File: src/rtl/pilsu_pkg.sv
package pilsu_pkg;
    localparam int REG_AW  = 5;
    localparam int DISP_W  = 16;
    localparam int RT_LSB  = 21;
    localparam int RA_LSB  = 16;

    typedef enum logic [1:0] {
        SZ_BYTE = 2'd0,
        SZ_HALF = 2'd1,
        SZ_WORD = 2'd2,
        SZ_DBL  = 2'd3
    } acc_size_e;

    typedef enum logic [1:0] {
        S_IDLE,
        S_ISSUE,
        S_AWAIT,
        S_RETIRE
    } lsu_state_e;

    typedef struct packed {
        logic              store;
        logic              sgn;
        acc_size_e         size;
        logic [REG_AW-1:0] rt;
        logic [REG_AW-1:0] ra;
    } op_ctl_t;
endpackage

File: src/rtl/pilsu_incr.sv
module pilsu_incr
    import pilsu_pkg::*;
#(
    parameter int DATA_W = 64
) (
    input  logic [DATA_W-1:0] base,
    input  logic [DATA_W-1:0] index,
    input  logic [DISP_W-1:0] disp,
    input  logic              indexed,
    input  logic              dsform,
    output logic [DATA_W-1:0] next_base
);
    logic [DISP_W-1:0] disp_eff;
    logic [DATA_W-1:0] disp_ext;

    always_comb begin
        disp_eff  = dsform ? {disp[DISP_W-1:2], 2'b00} : disp;
        disp_ext  = {{(DATA_W-DISP_W){disp_eff[DISP_W-1]}}, disp_eff};
        next_base = base + (indexed ? index : disp_ext);
    end
endmodule

File: src/rtl/pilsu_lane.sv
module pilsu_lane
    import pilsu_pkg::*;
#(
    parameter int DATA_W = 64
) (
    input  logic [$clog2(DATA_W/8)-1:0] off,
    input  acc_size_e                   size,
    input  logic [DATA_W-1:0]           sdata,
    output logic [DATA_W/8-1:0]         be,
    output logic [DATA_W-1:0]           wdata,
    output logic                        misalign
);
    localparam int LANES = DATA_W / 8;
    localparam int OFF_W = $clog2(LANES);

    logic [OFF_W:0] nbytes;
    logic [OFF_W:0] end_pos;

    always_comb begin
        nbytes   = (OFF_W+1)'(1) << size;
        end_pos  = {1'b0, off} + nbytes;
        misalign = end_pos > (OFF_W+1)'(LANES);
        wdata    = sdata << {off, 3'b000};
    end

    for (genvar i = 0; i < LANES; i++) begin : g_be
        assign be[i] = ({1'b0, off} <= (OFF_W+1)'(i)) && ((OFF_W+1)'(i) < end_pos);
    end
endmodule

File: src/rtl/pilsu_extract.sv
module pilsu_extract
    import pilsu_pkg::*;
#(
    parameter int DATA_W = 64
) (
    input  logic [DATA_W-1:0]           rdata,
    input  logic [$clog2(DATA_W/8)-1:0] off,
    input  acc_size_e                   size,
    input  logic                        sgn,
    output logic [DATA_W-1:0]           value
);
    logic [DATA_W-1:0] shifted;

    always_comb begin
        shifted = rdata >> {off, 3'b000};
        unique case (size)
            SZ_BYTE: value = {{(DATA_W-8){1'b0}}, shifted[7:0]};
            SZ_HALF: value = {{(DATA_W-16){sgn & shifted[15]}}, shifted[15:0]};
            SZ_WORD: value = {{(DATA_W-32){sgn & shifted[31]}}, shifted[31:0]};
            default: value = shifted;
        endcase
    end
endmodule

File: src/rtl/pilsu_unit.sv
module pilsu_unit
    import pilsu_pkg::*;
#(
    parameter int DATA_W = 64
) (
    input  logic                clk,
    input  logic                rst_n,
    input  logic                op_valid,
    output logic                op_busy,
    input  logic [25:0]         op_word,
    input  logic                op_store,
    input  logic                op_signed,
    input  logic                op_indexed,
    input  logic                op_dsform,
    input  logic [1:0]          op_size,
    input  logic [DATA_W-1:0]   op_base,
    input  logic [DATA_W-1:0]   op_index,
    input  logic [DATA_W-1:0]   op_sdata,
    output logic                mreq_valid,
    input  logic                mreq_ready,
    output logic                mreq_we,
    output logic [DATA_W-1:0]   mreq_addr,
    output logic [DATA_W/8-1:0] mreq_be,
    output logic [DATA_W-1:0]   mreq_wdata,
    input  logic                mrsp_valid,
    input  logic [DATA_W-1:0]   mrsp_rdata,
    output logic                wb_valid,
    output logic                wb_err_invalid,
    output logic                wb_err_misalign,
    output logic                wb_data_en,
    output logic [4:0]          wb_data_idx,
    output logic [DATA_W-1:0]   wb_data,
    output logic                wb_base_en,
    output logic [4:0]          wb_base_idx,
    output logic [DATA_W-1:0]   wb_base
);
    localparam int LANES = DATA_W / 8;
    localparam int OFF_W = $clog2(LANES);

    lsu_state_e state_q, state_d;
    op_ctl_t    ctl_d, ctl_q;

    logic [DATA_W-1:0] base_q, nbase_q, wdata_q, ld_q;
    logic [LANES-1:0]  be_q;
    logic              inv_q, mis_q;

    logic [DATA_W-1:0] nbase_c, wdata_c, ld_c;
    logic [LANES-1:0]  be_c;
    logic              mis_c, bad_form, accept;

    always_comb begin
        ctl_d.store = op_store;
        ctl_d.sgn   = op_signed;
        ctl_d.size  = acc_size_e'(op_size);
        ctl_d.rt    = op_word[RT_LSB +: REG_AW];
        ctl_d.ra    = op_word[RA_LSB +: REG_AW];
        bad_form    = !op_store && ((ctl_d.ra == '0) || (ctl_d.ra == ctl_d.rt));
        accept      = op_valid && (state_q == S_IDLE);
    end

    pilsu_incr #(.DATA_W(DATA_W)) u_incr (
        .base      (op_base),
        .index     (op_index),
        .disp      (op_word[DISP_W-1:0]),
        .indexed   (op_indexed),
        .dsform    (op_dsform),
        .next_base (nbase_c)
    );

    pilsu_lane #(.DATA_W(DATA_W)) u_lane (
        .off      (op_base[OFF_W-1:0]),
        .size     (ctl_d.size),
        .sdata    (op_sdata),
        .be       (be_c),
        .wdata    (wdata_c),
        .misalign (mis_c)
    );

    pilsu_extract #(.DATA_W(DATA_W)) u_extract (
        .rdata (mrsp_rdata),
        .off   (base_q[OFF_W-1:0]),
        .size  (ctl_q.size),
        .sgn   (ctl_q.sgn),
        .value (ld_c)
    );

    // next-state logic
    always_comb begin
        state_d = state_q;
        unique case (state_q)
            S_IDLE:   if (op_valid)   state_d = (bad_form || mis_c) ? S_RETIRE : S_ISSUE;
            S_ISSUE:  if (mreq_ready) state_d = S_AWAIT;
            S_AWAIT:  if (mrsp_valid) state_d = S_RETIRE;
            S_RETIRE: state_d = S_IDLE;
            default:  state_d = S_IDLE;
        endcase
    end

    // state register
    always_ff @(posedge clk or negedge rst_n) begin
        if (!rst_n) state_q <= S_IDLE;
        else        state_q <= state_d;
    end

    // operation capture
    always_ff @(posedge clk or negedge rst_n) begin
        if (!rst_n) begin
            ctl_q   <= '0;
            base_q  <= '0;
            nbase_q <= '0;
            wdata_q <= '0;
            be_q    <= '0;
            inv_q   <= 1'b0;
            mis_q   <= 1'b0;
            ld_q    <= '0;
        end else begin
            if (accept) begin
                ctl_q   <= ctl_d;
                base_q  <= op_base;
                nbase_q <= nbase_c;
                wdata_q <= wdata_c;
                be_q    <= be_c;
                inv_q   <= bad_form;
                mis_q   <= mis_c;
            end
            if (state_q == S_AWAIT && mrsp_valid) ld_q <= ld_c;
        end
    end

    // outputs
    always_comb begin
        op_busy         = (state_q != S_IDLE);
        mreq_valid      = (state_q == S_ISSUE);
        mreq_we         = ctl_q.store;
        mreq_addr       = {base_q[DATA_W-1:OFF_W], {OFF_W{1'b0}}};
        mreq_be         = be_q;
        mreq_wdata      = wdata_q;
        wb_valid        = (state_q == S_RETIRE);
        wb_err_invalid  = wb_valid && inv_q;
        wb_err_misalign = wb_valid && mis_q;
        wb_base_en      = wb_valid && !inv_q && !mis_q;
        wb_data_en      = wb_base_en && !ctl_q.store;
        wb_data_idx     = ctl_q.rt;
        wb_data         = ld_q;
        wb_base_idx     = ctl_q.ra;
        wb_base         = nbase_q;
    end

    AST_REQ_STABLE: assert property (@(posedge clk) disable iff (!rst_n)
        mreq_valid && !mreq_ready |=> mreq_valid && $stable(mreq_addr) && $stable(mreq_be) && $stable(mreq_wdata));
    AST_BE_WIDTH: assert property (@(posedge clk) disable iff (!rst_n)
        mreq_valid |-> $countones(mreq_be) == (1 << ctl_q.size));
    AST_ERR_NO_WB: assert property (@(posedge clk) disable iff (!rst_n)
        wb_valid && (wb_err_invalid || wb_err_misalign) |-> !wb_data_en && !wb_base_en);
    AST_STORE_NO_DATA: assert property (@(posedge clk) disable iff (!rst_n)
        wb_valid && mreq_we |-> !wb_data_en);
    AST_WB_AFTER_RSP: assert property (@(posedge clk) disable iff (!rst_n)
        wb_base_en |-> $past(mrsp_valid));
    AST_NO_REQ_ON_ERR: assert property (@(posedge clk) disable iff (!rst_n)
        mreq_valid |-> !inv_q && !mis_q);
endmodule

File: config.mk
export PLATFORM = sky130hd
export DESIGN_NAME = pilsu_unit
export DESIGN_NICKNAME = d
export VERILOG_FILES = /design/src/rtl/pilsu_pkg.sv /design/src/rtl/pilsu_incr.sv /design/src/rtl/pilsu_lane.sv /design/src/rtl/pilsu_extract.sv /design/src/rtl/pilsu_unit.sv
export SDC_FILE = /design/constraint.sdc
export NUM_CORES = 1
export LEC_CHECK = 0
export BUFFER_PORTS_ARGS = -buffer_cell sky130_fd_sc_hd__buf_2
export CAP_MARGIN = 20
export CORE_AREA = 4 4 223 225
export DETAILED_ROUTE_END_ITERATION = 10
export DIE_AREA = 0 0 227 229
export GPL_TIMING_DRIVEN = 0
export PLACE_DENSITY = 0.73
export SLEW_MARGIN = 20
export SYNTH_ARGS = -nofsm -noshare
export SYNTH_HDL_FRONTEND = slang
export SYNTH_SLANG_ARGS = --single-unit
File: constraint.sdc
create_clock -name clk -period 3.9 [get_ports clk]
set_input_delay 0.195 -clock clk [delete_from_list [all_inputs] [get_ports clk]]
set_output_delay 0.195 -clock clk [all_outputs]
set_load 0.01 [all_outputs]
### After elaboration in Yosys (flattened, before gate mapping)

Cells that the tools add are included.

| operators by class | value |
|---|---|
| $add $sub $neg | 2 |
| magnitude comparators | 16 |
| equality and inequality tests | 9 |
| shifts and indexed selects | 3 |
| mux-type cells | 8 |
| bitwise operators | 2 |
| reductions and logical operators | 26 |

Operator list:

| kind | count |
|---|---|
| case mux 64 bit (3 select lines) | 1 |
| adder 64 bit | 1 |
| 2-to-1 mux 64 bit | 1 |
| left shift 64 x 6 -> 64 bit | 1 |
| >> shifter 64 x 6 -> 64 bit | 1 |
| < comparator 3 x 4 -> 1 bit (first input constant) | 4 |
| logical AND 1 bit | 15 |
| 2-to-1 mux 2 bit | 5 |
| less-or-equal comparator 3 bit (second input constant) | 3 |
| < comparator 1 x 4 -> 1 bit (first input constant) | 2 |
| < comparator 2 x 4 -> 1 bit (first input constant) | 2 |
| case mux 2 bit (4 select lines) | 1 |
| equality test 2 bit (second input constant) | 3 |
| less-or-equal comparator 3 x 1 -> 1 bit (second input constant) | 2 |
| less-or-equal comparator 3 x 2 -> 1 bit (second input constant) | 2 |
| equality test 5 bit | 1 |
| logical NOT 5 bit | 1 |
| adder 3 x 4 -> 4 bit | 1 |
| equality test 2 x 1 -> 1 bit (second input constant) | 2 |
| > comparator 4 bit (second input constant) | 1 |
| logical NOT 1 bit | 4 |
| logical NOT 2 bit | 2 |
| inequality test 2 bit (second input constant) | 2 |
| left shift 1 x 2 -> 4 bit (first input constant) | 1 |
| other kinds (5) | 7 |

| word-level totals | value |
|---|---|
| bits in registers | 282 |
| bits of input ports | 293 |
| output and inout bits | 282 |
| logic and storage cells | 79 |

### Longest topological paths before layout

| logic depth | value |
|---|---|
| depth after elaboration | 7 |
| mapped depth | 16 |

### Hierarchy

From an unflattened synthesis, not the netlist that was laid out.

| second synthesis, totals | value |
|---|---|
| cell total of the unflattened synthesis | 1939 |
| area total of the unflattened synthesis | 19771.5 um^2 |

By module, submodules not included:

| module | times used | cells an instance | area an instance (um^2) |
|---|---|---|---|
| pilsu_unit | 1 | 703 | 11182.0 |
| pilsu_incr | 1 | 676 | 4410.5 |
| pilsu_extract | 1 | 297 | 2135.8 |
| pilsu_lane | 1 | 263 | 2043.2 |

### Worst setup path after synthesis

No wires, ideal clock.

| path | value |
|---|---|
| kind | input -> register |
| start | in op_indexed |
| end | reg nbase_q[50], in the netlist wb_base[50] |
| setup time | 120 ps |
| arrival time | 3100 ps |
| data required time | 3780 ps |
| path slack | 680 ps |
| cell stages on the path | 13 |
| buffers on the path | 2 |
| path through | clkbuf_1 -> buf_1 -> mux2_2 -> ha_1 -> nand4_2 -> or3_4 -> a21oi_1 -> o21ai_1 -> a21oi_1 -> or2_1 -> o21ai_1 -> a21o_1 -> a31o_1 |

| on the way | value |
|---|---|
| word-level cells in the longest chain between the ends | 2 |

Ends and longest elaborated chain:

| what | RTL line | text |
|---|---|---|
| start: declaration | pilsu_unit.sv:13 | `input logic op_indexed,` |
| 2-to-1 mux 64 bit | pilsu_incr.sv:19 | `next_base = base + (indexed ? index : disp_ext);` |
| adder 64 bit | pilsu_incr.sv:19 |  |
| end signal: assignment | pilsu_unit.sv:120 | `nbase_q <= nbase_c;` |
| end: declaration | pilsu_unit.sv:43 | `logic [DATA_W-1:0] base_q, nbase_q, wdata_q, ld_q;` |

Every way passes these cells.
A chain may end at the register's enable or synchronous reset.

### Final worst setup path

| path | value |
|---|---|
| start | in op_indexed |
| end | reg nbase_q[61], in the netlist wb_base[61] |

Same word-level chain as after synthesis.

==> run summary <==
Status -> completed
Post-synth EDFFs -> 0
Worst-path clk slew -> 0.06 ns
Worst EP required -> 4.29 ns
P_leak -> 12.4 nW
Area share of and/or/nand/nor cells after synthesis -> 19.0%
Critical path type -> in2reg
DRT Wirelength -> 78500 um
Final worst path period share -> 93.6%
Worst endpoint data arrival time -> 4.04 ns
Vias -> 20100
Largest net degree at the start of global routing -> 95
Post-synthesis mux area share -> 8.68%
YS warnings -> 0
Antenna violations before repair -> 7
Commonest non-fill, non-tap cell in the layout -> nand2_1
Slew Viols, Final -> 0
R2r setup slk -> 0.87 ns
Layout cells sized above 1 -> 27.0%
First-pass GRT wire length -> 117000 um
DP HPWL -> 61000 um
Compound-cell area share of the yosys netlist -> 19.6%
Crit-path max cell delay -> 0.41 ns
CTS Sinks -> 282
Startpoint types -> input port
Vias in the first global route -> 19700
Die outline area -> 52000 um2
Reg2reg start -> state_q[0]$_DFFE_PN0P_
CTS Buffer Depth -> 3
Placed cell count -> 3484
Final layout net count -> 3362
Crit end category -> flop
Final TNS setup -> 0 ns
Gpl congestion -> 0.995
Post-synthesis average cell area -> 8.17 um2
Worst-case clock skew -> 0.0305 ns
Commonest cells after routing, fill and taps aside -> nand2_1, buf_2, dfrtp_1, o21ai_0, a21oi_1
Via-per-instance ratio -> 5.51
Area Overhead vs Synth -> 31.8%
Die Wd -> 227 um
Die Y -> 229 um
Num ports -> 575
CP bufs+invs -> 4
PD cells -> 692 nW/um2
Ys async rst share -> 100%
Setup violators final -> 0
Clk Latency, worst-skew pair -> 0.56 ns
Max-slew headroom -> 30.1%
Peak VDD IR -> 0.413 mV
Sequential element share of the synthesized area -> 37.7%
Critical path, cell by cell -> buf_2 > clkbuf_2 > buf_4 > mux2_2 > ha_1 > clkbuf_1 > a21oi_1 > o21ai_0 > a21oi_1 > o221ai_1 > o2111ai_1 > a21oi_2 > a31oi_1 > xnor2_1 > o21ai_0
Fin cells -> 3643
DRT antenna net count -> 0
Type of the tightest min-delay check -> in2async
Clock root buffer master -> clkbuf_16
Final min period -> 3.65 ns
Post-synthesis xor/xnor area fraction -> 3.13%
Gate Count Post-Synth -> 2292
Starting density of the core -> 39.4%
DR WL/cell -> 21.6 um
# port buffers -> 571
Worst Reg-to-Reg Cells -> 7
GR Overflow Total -> 0
TritonCTS clock tree -> done
Final hold violation count -> 0
Ys flop type -> dfrtp_1
Yosys reg bits -> 282
RSZ-0062 raised after global routing -> no
Largest family of logic cells by synthesized area -> compound AO/OA/AOI/OAI gates
Reg-to-reg endpoint -> wb_base[63]$_DFFE_PN0P_
Synth cell types -> 74
Most area-consuming cells after synthesis -> dfrtp_1, nand2_1, o21ai_0
Slew @ Worst Pin -> 1.05 ns
Cts bufs inserted -> 37
Yosys top cell by area -> dfrtp_1
Initial DRC Count -> 1689
Synthesized area -> 18700 um2
CP max-delay cell -> o221ai_1
Post-CTS setup repair buffer count -> 0
Total GRT Usage -> 28.9%
Yosys top cell area share -> 37.7%
Crit path max fanout -> 10
CP delay by family, top -> compound AO/OA/AOI/OAI gates
Max frequency -> 274 MHz
Post-Synth Adder-Cell Area -> 4.96%
Max-cap violations -> 0
Core ar. -> 47500 um2
DRC viols -> 0
DR pass1 iterations -> 5
H-tree depth -> 2
Row count -> 80
-- where the power goes --
group	switching, W	internal, W
clock network	0.00143	0.00228
registers	0.000826	0.00430
logic	0.00498	0.00327
-- how the worst max path moves through the flow --
stage / from / endpoint / slack, ns / cells after the start
2_1_floorplan: op_indexed / wb_base[50]$_DFFE_PN0P_ / 0.68 / 13
3_3_place_gp: rst_n / base_q[34]$_DFFE_PN0P_ / -2.88 / 1
5_1_grt: op_indexed / wb_base[60]$_DFFE_PN0P_ / 0.004 / 16
6_report: op_indexed / wb_base[61]$_DFFE_PN0P_ / 0.25 / 15
4_1_cts: op_indexed / wb_base[61]$_DFFE_PN0P_ / 0.06 / 14
3_5_place_dp: op_indexed / wb_base[61]$_DFFE_PN0P_ / -1.02 / 14
-- what timing repair did --
| action | 4_1_cts | 5_1_grt |
|---|---|---|
| endpoints found under the setup margin | 15 | 8 |
| endpoints found under the hold margin | 187 | 0 |
| hold buffers | 88 | 0 |
| resized for setup | 7 | 5 |
-- cell type report --
class / count / area [um2]
inverter: 40 / 150
timing repair buffer: 663 / 3850
fill: 4552 / 22800
clock inverter: 21 / 319
multi-input combinational: 1749 / 10400
antenna: 6 / 15.0
clock buffer: 44 / 982
sequential: 282 / 7060
buffer: 223 / 1160
tap: 615 / 769
-- worst reg2reg max path: cells and delay by family, from the launching register on --
kind | cells | cell delay (ns)
flops | 1 | 0.39
simple gates | 1 | 0.22
compound gates | 1 | 0.19
fa+ha+maj | 1 | 0.24
buf+inv | 4 | 1.82
-- cell families after synthesis --
family	count (synthesis)
xor gates and xnor gates	67
other	1
DFF	282
AOI/OAI and AO/OA	595
and+or+nand+nor	863
muxes	148
buffers and inverters	263
adders and majority gates	73
-- sequential cells by signal, indices dropped and copies added (netlist names), 2 cells and up --
register     cells
base_q          64
ctl_q            3
mreq_be          8
mreq_wdata      64
state_q          2
wb_base         64
wb_base_idx      5
wb_data         64
wb_data_idx      5
-- cell usage after synthesis (all sizes together) (23+ instances only) --
library cell / n
a211oi: 32
a21o: 33
a21oi: 165
buf: 125
clkbuf: 98
dfrtp: 282
ha: 71
inv: 40
mux2: 46
mux2i: 95
nand2: 598
nand4: 23
nor2: 141
nor2b: 25
o21a: 29
o21ai: 205
xnor2: 34
xor2: 33
-- routing by layer --
layer,part of all wire (%),vias up,global-route usage (%)
li1,-,9238,-
met1,38,9531,34.4
met2,48,1053,48.6
met3,9.2,235,7.81
met4,5.5,0,13.6
met5,0,-,0
-- stage by stage --
step | power, W | area (um2) | worst slack (ns) | hold slack (ns) | util (%)
after CTS | 0.0171 | 24700 | 0.0561 | 0.00105 | 51.9
after global routing | 0.0181 | 24700 | 0.00370 | 0.0279 | 51.9
after floorplan | 0.00976 | 18700 | 0.680 | -0.101 | -
after detailed placement | 0.0132 | 22500 | -1.02 | 0.0106 | 47.3
after global placement | 0.0131 | 22400 | -2.88 | 0.411 | 47.1
final | 0.0171 | 24700 | 0.251 | 0.0362 | 51.9
Power figures use the tool's default switching activity.
